File: config.mk
export PLATFORM = sky130hd
export DESIGN_NAME = wbuf_bridge
export DESIGN_NICKNAME = d
export VERILOG_FILES = /design/src/rtl/wbuf_pkg.sv /design/src/rtl/wbuf_attr.sv /design/src/rtl/wbuf_fifo.sv /design/src/rtl/wbuf_issue.sv /design/src/rtl/wbuf_rsp_slot.sv /design/src/rtl/wbuf_bridge.sv
export SDC_FILE = /design/constraint.sdc
export NUM_CORES = 1
export LEC_CHECK = 0
export ABC_AREA = 1
export BUFFER_PORTS_ARGS = -buffer_cell sky130_fd_sc_hd__buf_2
export CORE_UTILIZATION = 61
export DETAILED_ROUTE_END_ITERATION = 12
export GPL_TIMING_DRIVEN = 1
export PLACE_DENSITY = 0.84
export SYNTH_ARGS = -nofsm -noshare
export SYNTH_HDL_FRONTEND = slang
export SYNTH_HIERARCHICAL = 1
export SYNTH_SLANG_ARGS = --single-unit
File: constraint.sdc
create_clock -name clk -period 5.1 [get_ports clk]
set_input_delay 0.51 -clock clk [delete_from_list [all_inputs] [get_ports clk]]
set_output_delay 0.51 -clock clk [all_outputs]
set_load 0.01 [all_outputs]
File: src/rtl/wbuf_pkg.sv
package wbuf_pkg;
  localparam int CACHE_W    = 4;
  localparam int BIT_BUF    = 0;
  localparam int BIT_CACHE  = 1;
  localparam int BIT_RALLOC = 2;
  localparam int BIT_WALLOC = 3;

  typedef enum logic [1:0] {
    RESP_OKAY   = 2'b00,
    RESP_EXOKAY = 2'b01,
    RESP_SLVERR = 2'b10,
    RESP_DECERR = 2'b11
  } resp_e;
endpackage

File: src/rtl/wbuf_attr.sv
module wbuf_attr
  import wbuf_pkg::*;
(
  input  logic [CACHE_W-1:0] cache,
  output logic               reserved,
  output logic               posted
);
  // allocate hints without the cacheable bit form a reserved code
  assign reserved = (cache[BIT_RALLOC] | cache[BIT_WALLOC]) & ~cache[BIT_CACHE];
  assign posted   = cache[BIT_BUF] & ~reserved;
endmodule

File: src/rtl/wbuf_fifo.sv
module wbuf_fifo #(
  parameter int W     = 8,
  parameter int DEPTH = 4
) (
  input  logic         clk,
  input  logic         rst_n,
  input  logic         push,
  input  logic [W-1:0] din,
  input  logic         pop,
  output logic [W-1:0] dout,
  output logic         empty,
  output logic         full
);
  localparam int PW = (DEPTH > 1) ? $clog2(DEPTH) : 1;
  localparam int CW = $clog2(DEPTH + 1);
  localparam logic [PW-1:0] LAST = PW'(DEPTH - 1);

  logic [W-1:0]  mem [DEPTH];
  logic [PW-1:0] wp, rp;
  logic [CW-1:0] cnt;

  function automatic logic [PW-1:0] nxt(input logic [PW-1:0] p);
    return (p == LAST) ? '0 : p + PW'(1);
  endfunction

  always_ff @(posedge clk) begin
    if (push) mem[wp] <= din;
  end

  always_ff @(posedge clk) begin
    if (!rst_n) begin
      wp  <= '0;
      rp  <= '0;
      cnt <= '0;
    end else begin
      if (push) wp <= nxt(wp);
      if (pop)  rp <= nxt(rp);
      case ({push, pop})
        2'b10:   cnt <= cnt + CW'(1);
        2'b01:   cnt <= cnt - CW'(1);
        default: cnt <= cnt;
      endcase
    end
  end

  assign dout  = mem[rp];
  assign empty = (cnt == '0);
  assign full  = (cnt == CW'(DEPTH));
endmodule

File: src/rtl/wbuf_issue.sv
module wbuf_issue #(
  parameter int IW = 4
) (
  input  logic          clk,
  input  logic          rst_n,
  input  logic          head_valid,
  input  logic          head_posted,
  input  logic [IW-1:0] head_id,
  output logic          dn_valid,
  input  logic          dn_ready,
  output logic          pop,
  input  logic          dn_rsp_valid,
  input  logic [1:0]    dn_rsp_code,
  output logic          dn_rsp_ready,
  input  logic          slot_free,
  output logic          fwd_valid,
  output logic [IW-1:0] fwd_id,
  output logic [1:0]    fwd_code,
  output logic          sticky_err
);
  logic          inflight;
  logic          infl_posted;
  logic [IW-1:0] infl_id;
  logic          rsp_fire;

  assign dn_valid     = head_valid & ~inflight;
  assign pop          = dn_valid & dn_ready;
  // a strict write's answer waits until the master slot can take it
  assign dn_rsp_ready = inflight & (infl_posted | slot_free);
  assign rsp_fire     = dn_rsp_valid & dn_rsp_ready;
  assign fwd_valid    = rsp_fire & ~infl_posted;
  assign fwd_id       = infl_id;
  assign fwd_code     = dn_rsp_code;

  always_ff @(posedge clk) begin
    if (!rst_n) begin
      inflight    <= 1'b0;
      infl_posted <= 1'b0;
      infl_id     <= '0;
      sticky_err  <= 1'b0;
    end else begin
      if (pop) begin
        inflight    <= 1'b1;
        infl_posted <= head_posted;
        infl_id     <= head_id;
      end else if (rsp_fire) begin
        inflight    <= 1'b0;
      end
      if (rsp_fire && infl_posted && dn_rsp_code[1])
        sticky_err <= 1'b1;
    end
  end
endmodule

File: src/rtl/wbuf_rsp_slot.sv
module wbuf_rsp_slot
  import wbuf_pkg::*;
#(
  parameter int IW = 4
) (
  input  logic          clk,
  input  logic          rst_n,
  input  logic          early_load,
  input  logic [IW-1:0] early_id,
  input  logic          fwd_load,
  input  logic [IW-1:0] fwd_id,
  input  logic [1:0]    fwd_code,
  input  logic          up_rsp_ready,
  output logic          up_rsp_valid,
  output logic [IW-1:0] up_rsp_id,
  output logic [1:0]    up_rsp_code,
  output logic          slot_free
);
  assign slot_free = ~up_rsp_valid | up_rsp_ready;

  always_ff @(posedge clk) begin
    if (!rst_n) begin
      up_rsp_valid <= 1'b0;
      up_rsp_id    <= '0;
      up_rsp_code  <= RESP_OKAY;
    end else if (early_load) begin
      up_rsp_valid <= 1'b1;
      up_rsp_id    <= early_id;
      up_rsp_code  <= RESP_OKAY;
    end else if (fwd_load) begin
      up_rsp_valid <= 1'b1;
      up_rsp_id    <= fwd_id;
      up_rsp_code  <= fwd_code;
    end else if (up_rsp_ready) begin
      up_rsp_valid <= 1'b0;
    end
  end
endmodule

File: src/rtl/wbuf_bridge.sv
module wbuf_bridge
  import wbuf_pkg::*;
#(
  parameter int IW    = 4,
  parameter int AW    = 32,
  parameter int DW    = 32,
  parameter int DEPTH = 4
) (
  input  logic               clk,
  input  logic               rst_n,
  input  logic               up_valid,
  output logic               up_ready,
  input  logic [IW-1:0]      up_id,
  input  logic [AW-1:0]      up_addr,
  input  logic [DW-1:0]      up_data,
  input  logic [CACHE_W-1:0] up_cache,
  output logic               up_rsp_valid,
  input  logic               up_rsp_ready,
  output logic [IW-1:0]      up_rsp_id,
  output logic [1:0]         up_rsp_code,
  output logic               dn_valid,
  input  logic               dn_ready,
  output logic [IW-1:0]      dn_id,
  output logic [AW-1:0]      dn_addr,
  output logic [DW-1:0]      dn_data,
  output logic [CACHE_W-1:0] dn_cache,
  input  logic               dn_rsp_valid,
  output logic               dn_rsp_ready,
  input  logic [1:0]         dn_rsp_code,
  output logic               attr_err,
  output logic               sticky_err
);
  localparam int EW = 1 + IW + AW + DW + CACHE_W;

  logic          reserved, posted, accept;
  logic          fifo_empty, fifo_full, fifo_pop;
  logic [EW-1:0] entry_in, entry_out;
  logic          head_posted;
  logic          slot_free, fwd_valid;
  logic [IW-1:0] fwd_id;
  logic [1:0]    fwd_code;
  logic          nb_wait;

  wbuf_attr u_attr (
    .cache    (up_cache),
    .reserved (reserved),
    .posted   (posted)
  );

  assign up_ready = ~fifo_full & ~nb_wait & slot_free;
  assign accept   = up_valid & up_ready;
  assign entry_in = {posted, up_id, up_addr, up_data, up_cache};

  wbuf_fifo #(.W(EW), .DEPTH(DEPTH)) u_fifo (
    .clk   (clk),
    .rst_n (rst_n),
    .push  (accept),
    .din   (entry_in),
    .pop   (fifo_pop),
    .dout  (entry_out),
    .empty (fifo_empty),
    .full  (fifo_full)
  );

  assign {head_posted, dn_id, dn_addr, dn_data, dn_cache} = entry_out;

  wbuf_issue #(.IW(IW)) u_issue (
    .clk          (clk),
    .rst_n        (rst_n),
    .head_valid   (~fifo_empty),
    .head_posted  (head_posted),
    .head_id      (dn_id),
    .dn_valid     (dn_valid),
    .dn_ready     (dn_ready),
    .pop          (fifo_pop),
    .dn_rsp_valid (dn_rsp_valid),
    .dn_rsp_code  (dn_rsp_code),
    .dn_rsp_ready (dn_rsp_ready),
    .slot_free    (slot_free),
    .fwd_valid    (fwd_valid),
    .fwd_id       (fwd_id),
    .fwd_code     (fwd_code),
    .sticky_err   (sticky_err)
  );

  wbuf_rsp_slot #(.IW(IW)) u_slot (
    .clk          (clk),
    .rst_n        (rst_n),
    .early_load   (accept & posted),
    .early_id     (up_id),
    .fwd_load     (fwd_valid),
    .fwd_id       (fwd_id),
    .fwd_code     (fwd_code),
    .up_rsp_ready (up_rsp_ready),
    .up_rsp_valid (up_rsp_valid),
    .up_rsp_id    (up_rsp_id),
    .up_rsp_code  (up_rsp_code),
    .slot_free    (slot_free)
  );

  // strict write pending: intake closed until its real answer is handed up
  always_ff @(posedge clk) begin
    if (!rst_n) begin
      nb_wait  <= 1'b0;
      attr_err <= 1'b0;
    end else begin
      if (accept && !posted) nb_wait <= 1'b1;
      else if (fwd_valid)    nb_wait <= 1'b0;
      attr_err <= accept & reserved;
    end
  end
endmodule

Word-level counts from Yosys, hierarchy flattened
Memories as Yosys holds them, arrays and structs flattened. A register that Yosys moved wholly into a read port is not among the register bits. Index checks and enable logic that the tools add are counted.

Bits of input ports: 80. Memories: 1. Bits in writable memories: 292. ROM bits: 0. Flip-flop bits (word level): 23. Bits in latches: 0. Word-level logic and storage cells: 73.

Memories: u_fifo.mem (words 4, width 73, read ports 1, clocked after Yosys merged registers in 1, write ports 1, RTL line wbuf_fifo.sv:18) `logic [W-1:0] mem [DEPTH];`.

Eq/ne operators: 5. Multiply operators: 0. $add $sub $neg: 4. Divide/modulo/power cells: 0. Bitwise logic cells: 24. Reductions and logical operators: 11. Mux-type cells: 16. Order comparisons: 0. Shifts and indexed selects: 0.

Operators by type and width (count): $and 1x1->1 (12); $mux 1 (9); $not 1->1 (9); $mux 2 (4); $mux 4 (2); $reduce_bool 2->1 (4); $eq 2x2->1 const B (3); $pmux 3 s2 (1); $add 2x1->2 const B (2); $add 3x1->3 const B (1); $eq 3x3->1 const B (1); $logic_and 1x1->1 (3); $logic_not 3->1 (1); $or 1x1->1 (3); $reduce_bool 3->1 (1); $sub 3x1->3 const B (1); $eq 2x1->1 const B (1); $reduce_or 2->1 (1); $logic_not 1->1 (1).

Depth between registers and ports, before layout
Depth in word-level cells: 8. Depth in mapped cells: 16. Depth with buffers taken out: 15.

By module
The synthesis kept the hierarchy.

Modules (own cells, without submodules): wbuf_fifo (cells each 766, area each 11295.8 µm², times used 1); wbuf_issue (cells each 51, area each 335.3 µm², times used 1); wbuf_rsp_slot (cells each 46, area each 315.3 µm², times used 1); wbuf_bridge (cells each 16, area each 107.6 µm², times used 1); wbuf_attr (cells each 4, area each 15.0 µm², times used 1).

Least setup slack after synthesis
No wires, ideal clock.

Path type: input to register. Start point: in up_rsp_ready. End point: mem u_fifo/mem[0][0] (netlist bit), enable pin. Slack: 2.079 ns. Required time: 4.673 ns. Arrival time: 2.594 ns. Library setup time: 0.427 ns. Stages: 7. Path through: inv_1 > nand2_1 > nor3b_2 > nand2_2 > inv_1 > nand2_1 > inv_1.

Cells in the longest elaborated chain, start to end: 5.

RTL lines: start, declared (RTL line wbuf_bridge.sv:18) `input logic up_rsp_ready,`; $or 1x1->1 (RTL line wbuf_rsp_slot.sv:19) `assign slot_free = ~up_rsp_valid | up_rsp_ready;`; via slot_free (RTL line wbuf_bridge.sv:39) `logic slot_free, fwd_valid;`; $and 1x1->1 (RTL line wbuf_bridge.sv:50) `assign up_ready = ~fifo_full & ~nb_wait & slot_free;`; via up_ready (RTL line wbuf_bridge.sv:12) `output logic up_ready,`; $and 1x1->1 (RTL line wbuf_bridge.sv:51) `assign accept = up_valid & up_ready;`; via accept (RTL line wbuf_bridge.sv:35) `logic reserved, posted, accept;`; $mux 1 (RTL line wbuf_fifo.sv:27) `if (push) mem[wp] <= din;`; $mux 1 (not written as such) (RTL line wbuf_fifo.sv:27); end, declared (RTL line wbuf_fifo.sv:18).

The timed path passes the listed nets, and every way through them passes these cells.

==> flow_summary_export.csv <==
group,metric,value,unit
timing,grt_setup_unrepaired,"no",
power_and_ir_drop,total_power,7462,uW
place,place_inst,1270,
place,dp_hpwl,13.72,mm
timing,finalSetupTns,0,ps
clock_network,clock_latency,540,ps
global_routing,grt_usage,24.20,%
setup_path,crit_cells,5,
synth,syn_area,0.01207,mm^2
floorplan,die-area,0.02035,mm^2
setup_path,cp-end-kind,"output pin",
final_layout,fin_nets,1124,
power_and_ir_drop,power_density,537.2,mW/mm^2
setup_path,cpMaxStageDelayCell,"inv_4",
final_layout,area_growth,15.08,%
synth,syn_inst,883,
route,drcViolationCount,0,
route,firstDrtPassIters,5,
setup_path,path_buf_inv,3,
timing,setup_viol,0,
floorplan,boundaryPins,164,
job,maxCapViolations,0,
final_layout,fill_cells,1251,
place,place_congestion,0.7519,
global_routing,grt_max_degree,97,
clock_network,cts_tree,"done",
run_status,status,"finished, final reports clean",
hold_path,hold_depth,1,
clock_network,root_buffer,"clkbuf_16",
clock_network,holdBufCountCts,0,
clock_network,cts_sinks,317,
hold_path,min_path_type,"in -> reg",
synth,syn_avg_cell_area,13.67,um^2
global_routing,grt_pass1_wl,37.69,mm
route,num_vias,7443,
setup_path,crit_chain,"inv_4 -> buf_4 -> o21ai_1 -> o22ai_1 -> buf_2",
synth,synth_cell_types,27,
route,wl_per_cell,18.34,um
route,drt_iter0_markers,580,
power_and_ir_drop,p_leak,0.005094,uW
clock_network,numCtsBuffers,30,
timing,hold_ws,182.6,ps
setup_path,crit_family,"buffers and inverters",
clock_network,cts.clk_slew.worst_paths,60,ps
setup_path,required,4590,ps
timing,fin_skew,13.39,ps
route,drt_wl_total,24.36,mm
synth,synth_sequential_area_ratio,76.80,%
route,vias_per_cell,5.605,
setup_path,max_stage_delay,770,ps
floorplan,die_y,142.7,um
global_routing,antenna_found_initial,4,
synth,yosys_warnings,6,
synth,synth_nets,970,
timing,fin_ws,1802,ps
final_layout,drive_gt1_share,21.68,%
timing,hold_viol,0,
clock_network,cts_buffer_depth,3,
place,pre_cts_slack,2285,ps
synth,yosys-top-cells-area,"edfxtp_1 73%, nor2_1 5.4%, dfxtp_1 4.1%",
timing,post-route-min-period,3298,ps
timing,max_freq,303.2,MHz
setup_path,cp_max_fo,93,
floorplan,core,0.01940,mm^2
timing,timing.slew.headroom,33.32,%
setup_path,start_kind,"register",
global_routing,grt-ovfl-total,0,
clock_network,cts_resized,0,
floorplan,start_util,62.22,%
route,antenna_left,0,
synth,netlist.area_leader.share,72.65,%
setup_path,cp.arrival,2790,ps
floorplan,die_x,142.7,um
final_layout,multi_input_area,0.002273,mm^2
final_layout,fin_cells,1328,
global_routing,grt_pass1_vias,7523,
clock_network,h-tree-depth,1,
timing,drv_slew,0,
floorplan,std_cell_rows,51,
timing,period_share,64.66,%
place,port_buffers,163,
synth,synth_seq_cells,317,
final_layout,seqCellArea,0.009274,mm^2
timing,worstMarginPinSlew,1000,ps
clock_network,post-cts-setup-buffers,0,
power_and_ir_drop,peakVddDrop,0.0003500,V
setup_path,critPathKind,"reg -> out",
synth,synth_top_cell_by_area,"edfxtp_1",
setup_path,worstRegToRegCells,8,
[state kept, by name, summed over array words and instances (netlist names), named ones only]
signal	count
u_issue/fwd_id	4
u_issue/infl_posted	1
u_slot/up_rsp_valid	1
attr_err	1
u_issue/sticky_err	1
u_fifo/mem	292
u_issue/inflight	1
u_slot/up_rsp_id	4
u_fifo/wp	2
u_fifo/rp	2
nb_wait	1
u_slot/up_rsp_code	2
u_fifo/cnt	3
[logic make-up (layout without fill, tap and decap cells)]
kind of cell	Yosys count	in the layout	synth area share (%)
DFF	317	317	76.80
AOI/OAI and AO/OA	235	235	10.52
and+or+nand+nor	229	229	7.527
buffers and inverters	95	273	4.365
adders and majority gates	7	7	0.7879
other	0	2	0
[worst register-to-register path, stage by stage (launching register included)]
cell      delay [ps]
dfxtp_1          390
inv_1             80
nor3_1           270
nor3b_2          100
nand2_2           80
inv_1             90
nand2_1           90
clkinv_2         740
buf_4            580
[layer usage]
| metal | GRT usage [%] | vias to the layer above | share of wire (%) |
|---|---|---|---|
| li1 | - | 3538 | - |
| met1 | 30.30 | 3579 | 41 |
| met2 | 42.52 | 284 | 50 |
| met3 | 4.762 | 38 | 6.9 |
| met4 | 7.810 | 4 | 1.8 |
| met5 | 0 | - | 0.10 |
[report_power, final]
group          internal (uW)  switching [uW]  leakage (uW)  total, uW
Clock                   1210             879      0.000467       2090
Sequential              3150             129       0.00287       3280
Combinational            692            1390       0.00175       2090
Total                   5060            2400       0.00509       7460
[metrics by stage]
step           utilization, %  area (um^2)
2_1_floorplan               -        12070
3_3_place_gp            66.72        12940
3_5_place_dp            66.72        12940
4_1_cts                 71.58        13880
5_1_grt                 71.60        13890
6_report                71.60        13890
[area by class of cell]
class,count,share of cell area (%)
tap,265,2.387
multi-input combinational,471,16.37
inverter,44,1.243
antenna,2,0.03603
sequential,317,66.77
clock inverter,10,0.5765
clock buffer,46,6.207
timing repair buffer,173,6.414
[synth_stat cells]
cell and number:
a21oi_1 9, o21ai_0 85, nand4_1 3, nand2_1 33, nor2_1 174, nand3_1 10, buf_6 15, inv_1 41
buf_2 4, nor3b_2 1, buf_4 12, nand2_2 2, nor2_4 1, edfxtp_1 292, clkbuf_1 16, dfxtp_1 25
o22ai_1 73, clkbuf_2 4, o21ai_1 67, nor3_1 4, clkinv_1 1, fa_1 1, inv_4 1, inv_2 1
o21bai_1 1, ha_1 6, nor2_2 1
[layout by cell type (no fill, tap or decap), types with 2 or more instances in the layout]
cell type | netlist | layout
ha_1 | 6 | 6
clkbuf_16 | 0 | 31
o22ai_1 | 73 | 73
nor3_1 | 4 | 4
buf_2 | 4 | 163
clkbuf_1 | 16 | 12
a21oi_1 | 9 | 9
nand2_2 | 2 | 2
o21ai_0 | 85 | 85
nand4_1 | 3 | 3
dfxtp_1 | 25 | 23
clkinv_2 | 0 | 11
nand2_1 | 33 | 33
inv_2 | 1 | 2
diode_2 | 0 | 2
edfxtp_1 | 292 | 292
o21ai_1 | 67 | 67
inv_1 | 41 | 37
clkbuf_8 | 0 | 3
nand3_1 | 10 | 10
buf_4 | 12 | 10
nor2_1 | 174 | 174
[path summary, 6_finish.rpt]
| check | start | to | slack, ps |
|---|---|---|---|
| setup reg to reg | u_fifo/cnt[2] | u_fifo/mem[1][26] | 2380 |
| setup / recovery | register | dn_addr[21] | 1800 |
| hold / removal | up_addr[14] | u_fifo/mem[3][50] | 180 |
| hold reg to reg | u_issue/sticky_err | u_issue/sticky_err | 460 |
(Power assumes the default switching activity.)
